===== src/rtl/pkt_symerr_counter.sv =====
module pkt_symerr_counter #(
  parameter int CNT_W = 16
) (
  input  logic             clk,
  input  logic             rst_n,
  input  logic             sym_valid,
  input  logic             sym_invalid,
  input  logic             in_pkt,
  input  logic             mode_10m,
  input  logic             rd_en,
  output logic [CNT_W-1:0] rd_data,
  output logic             rd_valid
);

  logic [CNT_W-1:0] count;
  logic pkt_q, mode_q, done;
  logic err, new_win, done_cur, bump;

  assign err      = sym_valid & sym_invalid;
  assign new_win  = in_pkt ^ pkt_q;
  assign done_cur = done & ~new_win;
  assign bump     = err & ~mode_q & ~done_cur;

  always_ff @(posedge clk or negedge rst_n) begin
    if (!rst_n) begin
      count    <= '0;
      pkt_q    <= 1'b0;
      mode_q   <= 1'b0;
      done     <= 1'b0;
      rd_data  <= '0;
      rd_valid <= 1'b0;
    end else begin
      pkt_q    <= in_pkt;
      mode_q   <= mode_10m;
      done     <= done_cur | err | mode_q;
      rd_valid <= rd_en;
      if (bump)  count   <= count + 1'b1;
      if (rd_en) rd_data <= count;
    end
  end

  assert_step_R2: assert property (@(posedge clk) disable iff (!rst_n)
    (count != $past(count)) |-> (count == CNT_W'($past(count) + 1'b1)));

  assert_once_R3: assert property (@(posedge clk) disable iff (!rst_n)
    done_cur |=> $stable(count));

  assert_wrap_R5: assert property (@(posedge clk) disable iff (!rst_n)
    ($past(count) == '1 && count != $past(count)) |-> (count == '0));

  assert_read_R7: assert property (@(posedge clk) disable iff (!rst_n)
    rd_en |=> (rd_valid && rd_data == $past(count)));

  assert_slow_R8: assert property (@(posedge clk) disable iff (!rst_n)
    mode_q |=> $stable(count));

endmodule


===== config.mk =====
export PLATFORM = sky130hd
export DESIGN_NAME = pkt_symerr_counter
export DESIGN_NICKNAME = d
export VERILOG_FILES = /design/src/rtl/pkt_symerr_counter.sv
export SDC_FILE = /design/constraint.sdc
export NUM_CORES = 1
export LEC_CHECK = 0
export ABC_AREA = 1
export BUFFER_PORTS_ARGS = -buffer_cell sky130_fd_sc_hd__buf_4
export CELL_PAD_IN_SITES_DETAIL_PLACEMENT = 1
export CELL_PAD_IN_SITES_GLOBAL_PLACEMENT = 1
export CORE_MARGIN = 10
export CORE_UTILIZATION = 46
export CTS_CLUSTER_SIZE = 10
export DETAILED_ROUTE_END_ITERATION = 10
export GPL_TIMING_DRIVEN = 0
export HOLD_SLACK_MARGIN = 0.03
export PLACE_DENSITY_LB_ADDON = 0.1
export SYNTH_ARGS = -nofsm -noshare
export SYNTH_HDL_FRONTEND = slang
export SYNTH_SLANG_ARGS = --single-unit

===== constraint.sdc =====
create_clock -name clk -period 3.5 [get_ports clk]
set_input_delay 0.7 -clock clk [delete_from_list [all_inputs] [get_ports clk]]
set_output_delay 0.7 -clock clk [all_outputs]
set_load 0.1 [all_outputs]

Word-level counts from Yosys, hierarchy flattened:

Index checks and enable logic that the tools add are counted.

* add/subtract/negate cells: 1
* eq/ne operators: 0
* multiplexer cells: 0
* order comparisons: 0
* divide/modulo/power cells: 0
* shift operators: 0
* bitwise operators: 10
* multiply operators: 0
* reductions and logical operators: 0

Operator list (count)
* adder 16 x 1 -> 16 bit (second input constant): 1
* AND 1 bit: 4
* inverter 1 bit: 3
* OR 1 bit: 2
* bitwise XOR 1 bit: 1

* input bits: 7
* memories kept: 0
* word-level logic and storage cells: 17
* latch bits: 0
* output and inout port bits: 17
* register bits after elaboration: 36
* bits in writable memories: 0
* ROM bits: 0

Depth between registers and ports, before layout:

* depth after elaboration: 5
* gate-level depth with buffers: 8
* gate-level depth less buffers: 8

Worst setup path before layout:

OpenSTA, ideal clock, no wires.

* path kind: reg2out
* start point: register rd_data[0]
* end point: output rd_data[0]
* setup slack: 1.902 ns
* stages on the path, launching flop included: 1
* data arrival time: 0.898 ns
* required time: 2.800 ns
* path buffers: 0
* path through: dfrtp_1

RTL lines
* start: declaration: RTL line 11 `output logic [CNT_W-1:0] rd_data,`
* start signal: assignment: RTL line 38 `if (rd_en) rd_data <= count;`

No word-level cell between the ends.

Final worst setup path:

* start point: register rd_data[12]
* end point: output rd_data[12]

No word-level cell between the ends.

==> tab_implementation.tex <==
\begin{tabular}{lr}
\hline
Metric & Value \\
\hline
\multicolumn{2}{l}{\textbf{Status}} \\
Result of the run & complete, no violations \\
\multicolumn{2}{l}{\textbf{Power and ir drop}} \\
Tot Pwr & 1.27 mW \\
Areal power density over the cells & 648 nW/um\^{}2 \\
VDD IR max & 0.000381 V \\
Static Leak & 0.934 nW \\
\multicolumn{2}{l}{\textbf{Critical path}} \\
Crit start category & flip-flop \\
Highest cell delay on the worst timing path & 0.37 ns \\
Buffering stage count on the worst path with inverters included & 1 \\
Setup slack of the most critical reg-to-reg path & 2.10 ns \\
Kind of cell with the highest combined delay on the critical path & flip-flops \\
Arrival time at the worst endpoint & 1.01 ns \\
Worst reg2reg path endpoint & count[10] \\
Number of cells on the worst reg-to-reg path & 8 \\
Top fanout value on the critical path & 2 \\
Worst setup path category & flip-flop to output port \\
Cell with the largest stage delay on the worst path & sky130\_fd\_sc\_hd\_\_dfrtp\_1 \\
Sequence of cells on the critical path & buf\_4 \\
CP Data Required Time & 2.80 ns \\
Critical Path End Type & output port \\
Worst reg2reg path startpoint & count[1] \\
\multicolumn{2}{l}{\textbf{Die}} \\
Ports & 24 \\
Starting Density & 48.7\% \\
Overall die area & 6380 sq um \\
Width of the die & 79.9 um \\
Core footprint & 3390 sq um \\
Row cnt & 21 \\
Vertical die dimension & 79.9 um \\
\multicolumn{2}{l}{\textbf{Global routing}} \\
Via count of the first global-routing pass & 1,347 \\
Global-route wire length before repair & 6.18 mm \\
Global-route congestion overflow total & 0 \\
Antenna violations before repair & 0 \\
Total global routing track utilization & 12.1\% \\
Maximum number of pins on one net before global-route repair & 37 \\
\multicolumn{2}{l}{\textbf{Placed design}} \\
Pre-CTS setup slack & 1.86 ns \\
Count of buffers from port buffering & 23 \\
Final GP Congestion & 0.790 \\
Placed wire-length estimate & 2.66 mm \\
Area of placed instances & 1880 sq um \\
\multicolumn{2}{l}{\textbf{Clock network}} \\
Clock slew seen by the registers of the worst setup and hold paths & 0.11 ns \\
CTS sink count & 36 \\
Clk\_lat worst skew & 0.34 ns \\
CTS buffer count & 5 \\
\# H-tree levels & 2 \\
Number of buffers on the longest clock path & 2 \\
Root cell of the clock tree & sky130\_fd\_sc\_hd\_\_clkbuf\_4 \\
Number of buffers added to fix hold violations after cts & 0 \\
Resized cells post-CTS & 0 \\
Number of post-CTS setup repair buffers & 0 \\
TritonCTS clock tree & done \\
\multicolumn{2}{l}{\textbf{Synthesis}} \\
Most common flop cell mapped by yosys & sky130\_fd\_sc\_hd\_\_dfrtp\_1 \\
Avg Cell Area, Syn & 10.1 sq um \\
Cell taking the most area after synthesis & sky130\_fd\_sc\_hd\_\_dfrtp\_1 \\
Count of yosys warnings during synthesis & 0 \\
Top-count cell post-synth & sky130\_fd\_sc\_hd\_\_nand2\_1 \\
Total nets after synthesis & 171 \\
Post-synth ARST share & 100\% \\
Post-synth top cells & sky130\_fd\_sc\_hd\_\_nand2\_1 (39), sky130\_fd\_sc\_hd\_\_dfrtp\_1 (36), sky130\_fd\_sc\_hd\_\_nor2\_1 (14) \\
Post-synthesis sequential area ratio & 54.6\% \\
Area share of the largest cell type after synthesis & 54.6\% \\
Area contributors post-synth & sky130\_fd\_sc\_hd\_\_dfrtp\_1 (55\%), sky130\_fd\_sc\_hd\_\_nand2\_1 (8.9\%), sky130\_fd\_sc\_hd\_\_mux2\_2 (6.1\%), sky130\_fd\_sc\_hd\_\_nor2\_4 (4.1\%), sky130\_fd\_sc\_hd\_\_nor2\_1 (3.2\%) \\
Synth Register Bits & 36 \\
Synthesized instance count & 163 \\
Cell area after synthesis & 1650 sq um \\
Number of enable-type register cells in the synthesized netlist & 0 \\
Unique cell type count in the Yosys netlist & 23 \\
\multicolumn{2}{l}{\textbf{Route}} \\
Number of iterations in the first detailed-routing pass & 4 \\
Remaining DRCs & 0 \\
Number of antenna-violating nets in the routed design & 0 \\
Via density per instance & 4.90 \\
Total via count after detailed routing & 1,175 \\
Routed wire length per instance & 14.2 um \\
First-iteration detailed-routing DRC count & 61 \\
Final routed wirelength across all metal layers & 3.42 mm \\
\multicolumn{2}{l}{\textbf{Timing}} \\
Setup repair after global routing missed its margin & false \\
Setup slack of the critical path after layout & 1.79 ns \\
Max-slew violation count & 0 \\
Headroom to the max-slew limit & 70.2\% \\
Maximum operating frequency & 586 MHz \\
Number of hold violations in the final report & 0 \\
Total setup violations reported at the end of the flow & 0 \\
Share of the cycle needed by the critical path after routing & 48.7\% \\
Actual transition at the worst max-transition pin & 0.447 ns \\
Setup tns final & 0 ns \\
Final worst clock skew & 0.00693 ns \\
Final critical path time including I/O delays and setup & 1.71 ns \\
\multicolumn{2}{l}{\textbf{Layout}} \\
Relative area change from synthesis to final layout & 18.6\% \\
\# fillers & 394 \\
Sequential cell area & 901 sq um \\
Total non-filler cell area in the finished layout & 1960 sq um \\
Proportion of layout cells with a drive suffix above 1 & 32.0\% \\
End-of-flow core utilization & 57.7\% \\
Final nets & 201 \\
Diode insertion count for antenna repair & 0 \\
Area of combinational cells with multiple inputs & 676 sq um \\
\multicolumn{2}{l}{\textbf{Hold path}} \\
Class of the tightest hold or removal check & input port to async pin \\
\multicolumn{2}{l}{\textbf{Job}} \\
Max\_cap viols & 0 \\
\hline
\end{tabular}
-- layer usage --
metal | GRT usage [%] | routed length [um]
met1 | 13.6 | 1410
met3 | 4.17 | 206
met2 | 20.5 | 1750
met4 | 4.58 | 49
met5 | 0 | 0
-- cell families after synthesis --
| family | after synthesis | synth area share, % |
|---|---|---|
| adders and majority gates | 1 | 0.758 |
| xor gates and xnor gates | 9 | 4.78 |
| DFF | 36 | 54.6 |
| buffers and inverters | 17 | 4.47 |
| and+or+nand+nor | 82 | 26.5 |
| AOI/OAI and AO/OA | 9 | 2.73 |
| muxes | 9 | 6.14 |
-- layout make-up --
class / count / share of cell area, %
sequential: 36 / 46.0
multi-input combinational: 110 / 34.5
timing repair buffer: 23 / 8.82
tap: 46 / 2.94
inverter: 14 / 2.69
clock buffer: 6 / 2.11
clock inverter: 2 / 1.79
buffer: 3 / 1.09
-- state kept, by name, summed over array words and instances, names as in the netlist --
register	cells
count	16
mode_q	1
pkt_q	1
rd_valid	1
done	1
rd_data	16
-- how the worst max path moves through the flow --
stage / slack [ns] / from / depth (start not counted) / endpoint
finish: 1.79 / rd_data[12] / 1 / rd_data[12]
detailed placement: 1.86 / in_pkt / 7 / count[3]
global route: 1.74 / rd_data[12] / 1 / rd_data[12]
CTS: 1.78 / rd_data[6] / 1 / rd_data[6]
global placement: 1.89 / in_pkt / 7 / count[3]
floorplan: 1.90 / rd_data[0] / 0 / rd_data[0]
-- layout by cell type (no fill, tap or decap), drive strengths merged --
| cell type | instances |
|---|---|
| clkinv | 1 |
| nor3 | 1 |
| a21oi | 7 |
| clkbuf | 6 |
| nand2 | 44 |
| inv | 14 |
| dfrtp | 36 |
| ha | 1 |
| mux2 | 9 |
| nand3 | 10 |
| o21ai | 2 |
| nand3b | 1 |
| nor2 | 23 |
| nand4 | 3 |
| buf | 26 |
| xor2 | 6 |
| xnor2 | 3 |
| bufinv | 1 |
-- per-stage QoR --
step	hold WS, ns	instances
floorplan	0.404	163
global placement	0.456	232
detailed placement	0.475	232
CTS	0.313	240
global route	0.312	240
finish	0.297	240
-- where the power goes --
| group | switching, mW | internal [mW] | leakage [nW] |
|---|---|---|---|
| combinational | 0.338 | 0.103 | 0.431 |
| sequential | 0.0589 | 0.480 | 0.461 |
| clock | 0.138 | 0.150 | 0.0422 |
| total | 0.535 | 0.733 | 0.934 |
(Power assumes the default switching activity.)
